$ cat src/rtl/dsm_ef_pkg.sv
package dsm_ef_pkg;

   // Each loop coefficient is a sum of up to TERMS shifted copies of its operand.
   localparam int unsigned TERMS = 4;
   localparam int unsigned SH_W  = 4;
   localparam int unsigned MAX_SHIFT = 8;

   typedef logic [TERMS-1:0][SH_W-1:0] shift_tab_t;
   typedef logic [TERMS-1:0]           term_mask_t;

   // Pole path on f[n]: 1 + 1/8 + 1/16 + 1/64 (about 1.2031)
   localparam shift_tab_t P1_SH  = {4'd6, 4'd4, 4'd3, 4'd0};
   localparam term_mask_t P1_NEG = 4'b0000;
   localparam term_mask_t P1_USE = 4'b1111;

   // Pole path on f[n-1], sign folded in: -(1/2 - 1/16 - 1/128) (about -0.4297)
   localparam shift_tab_t P2_SH  = {4'd0, 4'd7, 4'd4, 4'd1};
   localparam term_mask_t P2_NEG = 4'b0001;
   localparam term_mask_t P2_USE = 4'b0111;

   // Zero path on e[n]: 1/2 + 1/4 - 1/256 (about 0.7461)
   localparam shift_tab_t Z1_SH  = {4'd0, 4'd8, 4'd2, 4'd1};
   localparam term_mask_t Z1_NEG = 4'b0100;
   localparam term_mask_t Z1_USE = 4'b0111;

   // Zero path on e[n-1], sign folded in: -(1/2 + 1/16 + 1/128) (about -0.5703)
   localparam shift_tab_t Z2_SH  = {4'd0, 4'd7, 4'd4, 4'd1};
   localparam term_mask_t Z2_NEG = 4'b0111;
   localparam term_mask_t Z2_USE = 4'b0111;

endpackage

$ cat src/rtl/dsm_shift_add.sv
module dsm_shift_add
   import dsm_ef_pkg::*;
#(
   parameter int unsigned W   = 22,
   parameter shift_tab_t  SH  = '0,
   parameter term_mask_t  NEG = '0,
   parameter term_mask_t  USE = '0
) (
   input  logic signed [W-1:0] opd_i,
   output logic signed [W-1:0] prod_o
);

   logic signed [W-1:0] term [TERMS];

   for (genvar t = 0; t < TERMS; t++) begin : g_term
      if (USE[t]) begin : g_on
         if (NEG[t]) begin : g_sub
            assign term[t] = -(opd_i >>> SH[t]);
         end else begin : g_add
            assign term[t] = opd_i >>> SH[t];
         end
      end else begin : g_off
         assign term[t] = '0;
      end
   end

   always_comb begin
      prod_o = '0;
      for (int t = 0; t < TERMS; t++) begin
         prod_o = prod_o + term[t];
      end
   end

endmodule

$ cat src/rtl/dsm_quantizer.sv
module dsm_quantizer #(
   parameter int unsigned IN_W   = 10,
   parameter int unsigned FRAC_W = 8,
   parameter int unsigned ACC_W  = 22
) (
   input  logic                            clk_i,
   input  logic                            rst_ni,
   input  logic signed [ACC_W-1:0]         sum_i,
   output logic                            dec_o,
   output logic signed [IN_W+FRAC_W-1:0]   err_o
);

   localparam int unsigned CW = IN_W + FRAC_W + 1;
   localparam int unsigned EW = IN_W + FRAC_W;
   localparam longint LIM = longint'(1) <<< (CW - 1);
   localparam logic signed [ACC_W-1:0] HI = ACC_W'(LIM - 1);
   localparam logic signed [ACC_W-1:0] LO = ACC_W'(-LIM);
   localparam logic signed [ACC_W-1:0] LVL = ACC_W'(longint'(1) <<< (EW - 1));
   localparam logic signed [EW-1:0] ERR_MAX = {1'b0, {(EW-1){1'b1}}};
   localparam logic signed [EW-1:0] ERR_MIN = {1'b1, {(EW-1){1'b0}}};

   logic signed [CW-1:0] clip;
   logic                 sat;

   always_comb begin
      sat = 1'b0;
      if (sum_i > HI) begin
         clip = HI[CW-1:0];
         sat  = 1'b1;
      end else if (sum_i < LO) begin
         clip = LO[CW-1:0];
         sat  = 1'b1;
      end else begin
         clip = sum_i[CW-1:0];
      end
   end

   // Sign bit decides; the bits below it, top one inverted, are the error.
   assign dec_o = ~clip[CW-1];
   assign err_o = {~clip[CW-2], clip[CW-3:0]};

   p_sign_r3: assert property (@(posedge clk_i) disable iff (!rst_ni)
      dec_o == (sum_i >= 0));

   p_err_recon_r4: assert property (@(posedge clk_i) disable iff (!rst_ni)
      !sat |-> ((dec_o ? (ACC_W'(err_o) + LVL) : (ACC_W'(err_o) - LVL)) == sum_i));

   p_clamp_hi_r5: assert property (@(posedge clk_i) disable iff (!rst_ni)
      (sum_i > HI) |-> (dec_o && (err_o == ERR_MAX)));

   p_clamp_lo_r5: assert property (@(posedge clk_i) disable iff (!rst_ni)
      (sum_i < LO) |-> (!dec_o && (err_o == ERR_MIN)));

endmodule

$ cat src/rtl/dsm_loop_filter.sv
module dsm_loop_filter
   import dsm_ef_pkg::*;
#(
   parameter int unsigned IN_W   = 10,
   parameter int unsigned FRAC_W = 8,
   parameter int unsigned ACC_W  = 22
) (
   input  logic                          clk_i,
   input  logic                          rst_ni,
   input  logic signed [IN_W+FRAC_W-1:0] err_i,
   output logic signed [ACC_W-1:0]       fb_o
);

   localparam logic signed [ACC_W-1:0] BOUND =
      ACC_W'(longint'(1) <<< (IN_W + FRAC_W));

   logic signed [ACC_W-1:0] f_cur, f_prev, e_prev, err_x;
   logic signed [ACC_W-1:0] p1, p2, z1, z2, f_next;

   assign err_x = ACC_W'(err_i);

   dsm_shift_add #(.W(ACC_W), .SH(P1_SH), .NEG(P1_NEG), .USE(P1_USE))
      u_pole1 (.opd_i(f_cur),  .prod_o(p1));
   dsm_shift_add #(.W(ACC_W), .SH(P2_SH), .NEG(P2_NEG), .USE(P2_USE))
      u_pole2 (.opd_i(f_prev), .prod_o(p2));
   dsm_shift_add #(.W(ACC_W), .SH(Z1_SH), .NEG(Z1_NEG), .USE(Z1_USE))
      u_zero1 (.opd_i(err_x),  .prod_o(z1));
   dsm_shift_add #(.W(ACC_W), .SH(Z2_SH), .NEG(Z2_NEG), .USE(Z2_USE))
      u_zero2 (.opd_i(e_prev), .prod_o(z2));

   assign f_next = p1 + p2 + z1 + z2;

   always_ff @(posedge clk_i or negedge rst_ni) begin
      if (!rst_ni) begin
         f_cur  <= '0;
         f_prev <= '0;
         e_prev <= '0;
      end else begin
         f_cur  <= f_next;
         f_prev <= f_cur;
         e_prev <= err_x;
      end
   end

   assign fb_o = f_cur;

   p_state_clear_r1: assert property (@(posedge clk_i)
      !rst_ni |=> ((f_cur == '0) && (f_prev == '0) && (e_prev == '0)));

   // A stable loop with a bounded error keeps its feedback under two full scales.
   p_fb_bounded_r6: assert property (@(posedge clk_i) disable iff (!rst_ni)
      (f_cur < BOUND) && (f_cur > -BOUND));

endmodule

$ cat src/rtl/ef_dsm_encoder.sv
module ef_dsm_encoder
   import dsm_ef_pkg::*;
#(
   parameter int unsigned IN_W    = 10,
   parameter int unsigned GUARD_W = 4,
   parameter int unsigned FRAC_W  = 8
) (
   input  logic                   clk_i,
   input  logic                   rst_ni,
   input  logic signed [IN_W-1:0] pcm_i,
   output logic                   bit_o
);

   localparam int unsigned ACC_W = IN_W + GUARD_W + FRAC_W;
   localparam int unsigned EW    = IN_W + FRAC_W;

   if (IN_W < 7) begin : g_bad_in_w
      $error("ef_dsm_encoder: IN_W must be at least 7");
   end
   if (GUARD_W < 4) begin : g_bad_guard
      $error("ef_dsm_encoder: GUARD_W must be at least 4");
   end
   if (FRAC_W < MAX_SHIFT) begin : g_bad_frac
      $error("ef_dsm_encoder: FRAC_W must cover the finest coefficient shift");
   end

   logic signed [IN_W-1:0]  pcm_q;
   logic signed [ACC_W-1:0] fb, sum;
   logic signed [EW-1:0]    err;
   logic                    dec;

   always_ff @(posedge clk_i or negedge rst_ni) begin
      if (!rst_ni) begin
         pcm_q <= '0;
         bit_o <= 1'b0;
      end else begin
         pcm_q <= pcm_i;
         bit_o <= dec;
      end
   end

   assign sum = (ACC_W'(pcm_q) <<< FRAC_W) + fb;

   dsm_quantizer #(.IN_W(IN_W), .FRAC_W(FRAC_W), .ACC_W(ACC_W)) u_quant (
      .clk_i (clk_i),
      .rst_ni(rst_ni),
      .sum_i (sum),
      .dec_o (dec),
      .err_o (err)
   );

   dsm_loop_filter #(.IN_W(IN_W), .FRAC_W(FRAC_W), .ACC_W(ACC_W)) u_loop (
      .clk_i (clk_i),
      .rst_ni(rst_ni),
      .err_i (err),
      .fb_o  (fb)
   );

   p_out_reset_r1: assert property (@(posedge clk_i)
      !rst_ni |=> !bit_o);

   p_first_bit_r2: assert property (@(posedge clk_i) disable iff (!rst_ni)
      $rose(rst_ni) |=> bit_o);

endmodule

$ cat config.mk
export PLATFORM = sky130hd
export DESIGN_NAME = ef_dsm_encoder
export DESIGN_NICKNAME = d
export VERILOG_FILES = /design/src/rtl/dsm_ef_pkg.sv /design/src/rtl/dsm_shift_add.sv /design/src/rtl/dsm_quantizer.sv /design/src/rtl/dsm_loop_filter.sv /design/src/rtl/ef_dsm_encoder.sv
export SDC_FILE = /design/constraint.sdc
export NUM_CORES = 1
export LEC_CHECK = 0
export BUFFER_PORTS_ARGS = -buffer_cell sky130_fd_sc_hd__buf_4
export CAP_MARGIN = 15
export CORE_MARGIN = 2
export CORE_UTILIZATION = 59
export DETAILED_ROUTE_END_ITERATION = 12
export PLACE_DENSITY = 0.78
export SETUP_SLACK_MARGIN = 0.05
export SLEW_MARGIN = 20
export SYNTH_ARGS = -nofsm -noshare
export SYNTH_HDL_FRONTEND = slang
export SYNTH_SLANG_ARGS = --single-unit
$ cat constraint.sdc
create_clock -name clk_i -period 10.1 [get_ports clk_i]
set_input_delay 1.01 -clock clk_i [delete_from_list [all_inputs] [get_ports clk_i]]
set_output_delay 1.01 -clock clk_i [all_outputs]
set_load 0.005 [all_outputs]
======== Word-level counts from Yosys, hierarchy flattened ========
Cells that the tools add are included.
W data, S select, Z words.
operators by class
  add/sub/neg operators ................... 18
  magnitude comparators ................... 2
  mux-type cells .......................... 2
  bitwise logic cells ..................... 2
operators with widths
  cell                    count
  $add A22 B22 Y22        6
  $add A22 B18 Y22        2
  $mux W19                2
  $add A18 B22 Y22        1
  $add A22 B15 Y22        1
  $add A22 B16 Y22        1
  $add A22 B19 Y22        1
  $gt A22 B19 Y1 const B  1
  $lt A22 B19 Y1 const B  1
  $neg A10 Y22            1
  $neg A11 Y22            1
  $neg A14 Y22            1
  $neg A17 Y22            1
  $neg A21 Y22            1
  $add A17 B16 Y18        1
  $not A1 Y1              2
storage, ports and cells
  bits in registers ....................... 73
  bits of input ports ..................... 12

======== Depth between registers and ports, before layout ========
Gate-level depths: netlist of the first run.
  depth after elaboration ................. 9
  gate-level depth with buffers ........... 43
  gate-level depth less buffers ........... 41

======== Cells and area by module ========
A second synthesis of the first run with hierarchy kept.
second synthesis, totals
  cell total of the unflattened synthesis .. 1459
  area, all modules ....................... 12423.2 sq um
by module, submodules not included
  module                          instances  cells an instance  area each (sq um)  sequential area each (sq um)
  dsm_loop_filter                 1          359                3888.7             1551.5
  dsm_shift_add (u_loop.u_pole1)  1          238                1991.9             0.0
  dsm_shift_add (u_loop.u_zero1)  1          246                1745.4             0.0
  dsm_shift_add (u_loop.u_zero2)  1          210                1716.6             0.0
  dsm_shift_add (u_loop.u_pole2)  1          238                1684.1             0.0
  ef_dsm_encoder                  1          101                924.6              275.3
  dsm_quantizer                   1          67                 471.7              0.0

======== Worst setup path after synthesis of the first run ========
OpenSTA, ideal clock, no wires.
  path kind ............................... flip-flop to flip-flop
  start point ............................. register u_loop.f_cur[8], in the netlist u_loop.fb_o[8]
  end point ............................... register u_loop.f_cur[20], in the netlist u_loop.fb_o[20]
  library setup time ...................... 128 ps
  arrival time ............................ 9371 ps
  data required time ...................... 9972 ps
  path slack .............................. 602 ps
  cell stages (with the launch flop) ...... 43
  clock period less this slack ............ 9498 ps
  cell sequence ........................... dfrtp_1 ha_1 inv_1 fa_1 nand2b_1 a21oi_1 or2_1 a31oi_1 or4_4 nand2b_1 buf_2 buf_1 o21a_1 ha_1 a21oi_1 inv_1 maj3_1 nor3b_1 [... 7 more ...] fa_1 inv_1 fa_1 fa_1 inv_1 fa_1 inv_1 ha_1 o21ai_0 a21boi_0 o21ai_0 a21boi_0 o2111ai_1 nand3_1 a41o_1 a41oi_1 o21bai_1 xor2_1
on the way
  elaborated cells between the ends (all ways) .. 15
  classes of those cells .................. add/sub: 10; order compare: 2; mux: 2; bitwise: 1
RTL lines
  element                          line                   RTL
  from (decl)                      dsm_loop_filter.sv:17  logic signed [ACC_W-1:0] f_cur, f_prev, e_prev, err_x;
  from (signal assigned)           dsm_loop_filter.sv:39  f_cur <= f_next;
  $add A18 B22 Y22 *               ef_dsm_encoder.sv:42   assign sum = (ACC_W'(pcm_q) <<< FRAC_W) + fb;
  $lt A22 B19 Y1                   dsm_quantizer.sv:30    end else if (sum_i < LO) begin
  $mux W19                         dsm_quantizer.sv:30
  $mux W19 *                       dsm_quantizer.sv:27    if (sum_i > HI) begin
  named net err[2]                 ef_dsm_encoder.sv:29   logic signed [EW-1:0] err;
  $add A17 B16 Y18 *               dsm_shift_add.sv:30    prod_o = prod_o + term[t];
  $add A22 B22 Y22 *               dsm_shift_add.sv:30
  $add A22 B22 Y22 * (2 in a row)  dsm_loop_filter.sv:31  assign f_next = p1 + p2 + z1 + z2;
  named net u_loop.f_next[20]      dsm_loop_filter.sv:18  logic signed [ACC_W-1:0] p1, p2, z1, z2, f_next;
Mark *: on every way through the listed nets, which the timed path passes. The rest lies on a longest branch.

======== Worst setup path after layout of the first run ========
Ends and elaborated chain as after synthesis.

==> results of run 1 <==
==> repair_timing <==
action	4_1_cts	5_1_grt
setup endpoints to repair	0	10
hold buffers	0	0
gates resized for setup	0	16
setup buffers	0	2
==> logic make-up (layout without fill, tap and decap cells) <==
family / after synthesis / after routing
muxes: 4 / 4
xor gates and xnor gates: 52 / 52
adders and majority gates: 245 / 245
and+or+nand+nor: 93 / 93
DFF: 71 / 71
AOI/OAI and AO/OA: 117 / 117
buffers and inverters: 270 / 310
==> synth_stat cells (6+ instances only) <==
cell type	instances	share of area
dfrtp_1	71	0.20
o21ai_0	13	0.0072
nor3_1	7	0.0039
a21oi_1	30	0.017
ha_1	61	0.084
nand2_1	22	0.0091
nor2_1	17	0.0070
nand2b_1	10	0.0069
and3_1	6	0.0041
o21a_1	7	0.0058
a21o_1	28	0.023
inv_1	265	0.11
fa_1	183	0.40
xor2_1	15	0.015
xnor2_1	36	0.035
==> state kept, by name, indices dropped and copies added (netlist names) <==
signal	flops
bit_o	1
pcm_q	10
u_loop.e_prev	17
u_loop.f_prev	21
u_loop.fb_o	22
==> worst reg2reg max path, delay by kind of cell, from the launching register on <==
kind                     cells  cell delay, ns
XOR/XNOR                     2            0.25
AND/OR/NAND/NOR              8            1.71
flip-flops                   1            0.35
adder cells (fa/ha/maj)     10            4.10
buffers and inverters        6            0.32
AO/OA/AOI/OAI               14            2.60
==> final cells by class <==
cell class              instances  area, µm²  area share
well taps                     188        235      0.0238
repair buffers                 29        218      0.0221
clock buffers                  11        253      0.0256
inverters                     265        995       0.101
multi-input cells             511       6310       0.640
clock inverters                 5       78.8     0.00799
flip-flops and latches         71       1780       0.180
==> final timing paths <==
| path | startpoint | end | slack [ns] | depth (start not counted) |
|---|---|---|---|---|
| max | u_loop.fb_o[8]$_DFF_PN0_ | u_loop.fb_o[20]$_DFF_PN0_ | 0.65 | 40 |
| max reg2reg | u_loop.fb_o[8]$_DFF_PN0_ | u_loop.fb_o[20]$_DFF_PN0_ | 0.65 | 40 |
| max in group asynchronous | rst_ni | u_loop.fb_o[15]$_DFF_PN0_ | 8.63 | 1 |
| min | u_loop.fb_o[1]$_DFF_PN0_ | u_loop.f_prev[1]$_DFF_PN0_ | 0.48 | 0 |
| min in group asynchronous | rst_ni | u_loop.f_prev[2]$_DFF_PN0_ | 0.79 | 1 |
| min reg2reg | u_loop.fb_o[1]$_DFF_PN0_ | u_loop.f_prev[1]$_DFF_PN0_ | 0.48 | 0 |
==> per-layer routing <==
layer  GRT usage  vias up
met3      0.0451       46
met2       0.472      110
met5           0        -
met1       0.323     2967
met4       0.123        0
li1            -     2648
==> stage by stage <==
| step | utilization | setup slack, ns | cell area, µm² | instances | hold slack (ns) |
|---|---|---|---|---|---|
| floorplan | - | 0.602 | 9050 | 852 | 0.411 |
| global placement | 0.628 | 0.437 | 9470 | 1062 | 0.473 |
| detailed placement | 0.628 | 0.182 | 9470 | 1062 | 0.476 |
| CTS | 0.650 | 0.138 | 9800 | 1078 | 0.493 |
| global route | 0.654 | 0.0611 | 9870 | 1080 | 0.519 |
| finish | 0.654 | 0.652 | 9870 | 1080 | 0.483 |
==> reports/qor.yml, run 1 <==
outcome: "complete, no violations"
synth_top_family_by_area: "adder cells"
wl_um: 18900
io_pins: 13
final-max-slew-violation-count: 0
antenna_found_initial: 0
drc_errors: 0
synthDistinctLibCells: 58
dp_hpwl_um: 15600
synth-seq-cells: 71
layout_commonest_cell: "inv_1"
drtPass1Iterations: 4
synth_xor_area_frac: 0.0524
crit_path_end_kind: "flip-flop"
synth_compound_area_frac: 0.0901
initial_utilization: 0.600
core_mm2: 0.0151
num_vias: 5771
fp-row-count: 45
gp_congestion: 0.868
cp_top_family: "adder cells"
drive_gt1_frac: 0.0818
wl_met1_um: 7420
die-area_mm2: 0.0164
fin_crit_sh: 0.935
layout_common_cells: "265 x inv_1, 183 x fa_1, 71 x dfrtp_1"
n_fill_cell: 1135
root_buffer: "clkbuf_16"
crit_slowest_cell: "or4_4"
synthesis.area_mm2: 0.00905
critPathMaxStageDelay_ns: 0.56
grt_pass1_wl_um: 32700
clock_skew_ns: 0.00512
die_h_um: 128
synth_fp_nets: 1108
drv_cap: 0
htreeDepth: 3
synthAdderAreaFrac: 0.490
grt_overflow: 0
synthSimpleGateAreaFrac: 0.0543
clk_path_buf_depth: 2
diodes: 0
clock_sink_count: 71
muxShareOfSynthArea: 0.00484
setup_tns_ns: 0
slew_headroom: 0.347
min_period_ns: 9.45
wire_per_inst_um: 17.5
clk_latency_ns: 0.34
crit_fanout: 9
numPortBuffers: 12
synth_ff_type: "dfrtp_1"
grt_setup_unrepaired: "false"
fin_nets: 1143
arrival_ns: 9.68
postRouteAntennaNets: 0
ys_async_sr_fraction: 1.00
required_ns: 10.33
path_clk_slew_ns: 0.06
synth-seq-area-share: 0.196
synth_edf_count: 0
numCtsBuffers: 9
grt_pass1_vias: 6574
cts_tree: "built"
wl_met3_um: 591
finalHoldViolations: 0
drtIter0Drc: 341
path_class: "flip-flop to flip-flop"
report.final.setup_viol: 0
die_width_um: 128
syn_inst: 852
hold_class: "flip-flop to flip-flop"
crit_path_start_kind: "flip-flop"
postSynthAreaPerCell_um2: 10.6
worstMarginPinSlew_ns: 0.979
top_layer: "met4"
yosysWarnings: 0
grt_max_degree: 72
wl_met2_um: 9940
area_growth_pct: 9.00
grt_use_total: 0.268
fmax_mhz: 106
via_per_inst: 5.34
cp_num_buf_inv: 6
Power of run 1 is not shown: default switching activity piles up to over one toggle a cycle in this logic, so the estimate is an artifact.
==> inputs of run 2 (changes only) <==
--- a/config.mk
+++ b/config.mk
@@ -8,9 +8,10 @@
 export BUFFER_PORTS_ARGS = -buffer_cell sky130_fd_sc_hd__buf_4
 export CAP_MARGIN = 15
 export CORE_MARGIN = 2
-export CORE_UTILIZATION = 59
+export CORE_UTILIZATION = 50
+export CTS_BUF_LIST = sky130_fd_sc_hd__clkbuf_4 sky130_fd_sc_hd__clkbuf_8
 export DETAILED_ROUTE_END_ITERATION = 12
-export PLACE_DENSITY = 0.78
+export PLACE_DENSITY = 0.68
 export SETUP_SLACK_MARGIN = 0.05
 export SLEW_MARGIN = 20
 export SYNTH_ARGS = -nofsm -noshare
==> run 2 against run 1 <==
Effect of this change:
- core utilization shrank 10 points
- worst setup slack improved by 0.059 ns
- cell count up 3.7%
- largest cell class unchanged
- critical path type unchanged
- routed wire length is 0.79% lower
- critical endpoint is now u_loop.fb_o[21]$_DFF_PN0_
==> reports/qor.yml, run 2 (synthesized netlist as in run 1, its figures left out) <==
cts_tree: "built"
outcome: "complete, no violations"
htreeDepth: 3  # unchanged
arrival_ns: 9.69  # about the same
wl_um: 18700  # -0.79%
die-area_mm2: 0.0192  # +17%
min_period_ns: 9.39  # -0.0585 ns
crit_fanout: 4  # -5
drc_errors: 0  # unchanged
layout_common_cells: "265 x inv_1, 183 x fa_1, 70 x dfrtp_1"
layout_commonest_cell: "inv_1"
final_util: 0.550  # -0.104
dp_hpwl_um: 15600  # about the same
gp_congestion: 0.905  # +4.2%
grt_use_total: 0.222  # -0.0457
fin_crit_sh: 0.930  # -0.00580
diodes: 0  # unchanged
fmax_mhz: 107  # +0.62%
path_class: "flip-flop to flip-flop"
required_ns: 10.40  # +0.07 ns
hold_class: "flip-flop to flip-flop"
drtIter0Drc: 239  # -30%
worstMarginPinSlew_ns: 0.709  # -0.270 ns
die_h_um: 139  # +8.4%
grt_overflow: 0  # unchanged
crit_slowest_cell: "or4_4"
grt_pass1_wl_um: 32500  # -0.55%
grt_setup_unrepaired: "false"
clock_skew_ns: 0.00895  # +0.00383 ns
wire_per_inst_um: 16.7  # -4.3%
postRouteAntennaNets: 0  # unchanged
initial_utilization: 0.507  # -0.0925
die_width_um: 139  # +8.4%
num_vias: 5691  # -1.4%
crit_path_end_kind: "flip-flop"
setup_tns_ns: 0  # unchanged
core_mm2: 0.0178  # +18%
io_pins: 13  # unchanged
crit_path_start_kind: "flip-flop"
drtPass1Iterations: 4  # unchanged
slew_headroom: 0.528  # +0.180
finalHoldViolations: 0  # unchanged
area_growth_pct: 8.29
clk_path_buf_depth: 2  # unchanged
report.final.setup_viol: 0  # unchanged
clk_latency_ns: 0.39  # +0.05 ns
grt_pass1_vias: 6389  # -2.8%
grt_max_degree: 72  # unchanged
drive_gt1_frac: 0.0774  # -0.00440
numPortBuffers: 12  # unchanged
fin_nets: 1142  # -0.087%
via_per_inst: 5.08  # -4.9%
fp-row-count: 49  # +8.9%
largest_reg_flops: 22  # unchanged
final-max-slew-violation-count: 0  # unchanged
numCtsBuffers: 9  # unchanged
antenna_found_initial: 0  # unchanged
critPathMaxStageDelay_ns: 0.55  # about the same
clock_sink_count: 71  # unchanged
root_buffer: "clkbuf_8"
drv_cap: 0  # unchanged
path_clk_slew_ns: 0.09  # +0.03 ns
run 2: changes by cell type in the layout (fill, tap and decap cells not counted), sizes merged:
cell | previous run | this run
clkinvlp | 0 | 1
inv | 266 | 267
buf | 29 | 28
clkbuf | 11 | 9
run 2: what timing repair did:
action                     4_1_cts  5_1_grt
setup endpoints to repair        0        5
gates resized for setup          0       11
buffers inserted                 0        1
hold buffers                     0        0
run 2: cell type report:
type,instances,area (µm²)
Multi-Input combinational cell,511,6300
Sequential cell,71,1780
Fill cell,1559,8040
Clock inverter,7,105
Timing Repair Buffer,28,214
Clock buffer,9,124
Inverter,265,995
Tap cell,229,287
run 2: worst max-delay path, delay by kind of cell, from the launching register on:
family | cells | cell delay, ns
compound gates | 12 | 2.38
buf+inv | 6 | 0.33
simple gates | 9 | 1.81
flops | 1 | 0.36
xor+xnor | 2 | 0.29
fa+ha+maj | 10 | 4.14
run 2: final timing paths:
kind	startpoint	to	slack, ns	cells past startpoint
worst max-delay path	u_loop.fb_o[8]$_DFF_PN0_	u_loop.fb_o[21]$_DFF_PN0_	0.71	39
worst min-delay path	u_loop.fb_o[1]$_DFF_PN0_	u_loop.f_prev[1]$_DFF_PN0_	0.50	0
worst max register to register	u_loop.fb_o[8]$_DFF_PN0_	u_loop.fb_o[21]$_DFF_PN0_	0.71	39
worst min register to register	u_loop.fb_o[1]$_DFF_PN0_	u_loop.f_prev[1]$_DFF_PN0_	0.50	0
max in group asynchronous	rst_ni	u_loop.fb_o[11]$_DFF_PN0_	8.92	1
min in group asynchronous	rst_ni	u_loop.f_prev[2]$_DFF_PN0_	0.63	1
run 2: layer usage:
| metal | GRT usage | wire (µm) |
|---|---|---|
| met5 | 0 | 0 |
| met4 | 0.0892 | 709 |
| met3 | 0.0407 | 705 |
| met2 | 0.386 | 9720 |
| met1 | 0.276 | 7590 |
run 2: metrics by stage:
stage	cell area, µm²	setup slack, ns	cells	hold WS [ns]
2_1_floorplan	9050	0.602	852	0.411
3_3_place_gp	9520	0.560	1103	0.487
3_5_place_dp	9520	0.341	1103	0.477
4_1_cts	9750	0.292	1119	0.501
5_1_grt	9800	0.0448	1120	0.516
6_report	9800	0.710	1120	0.496
Power of run 2 is left out for the same reason.
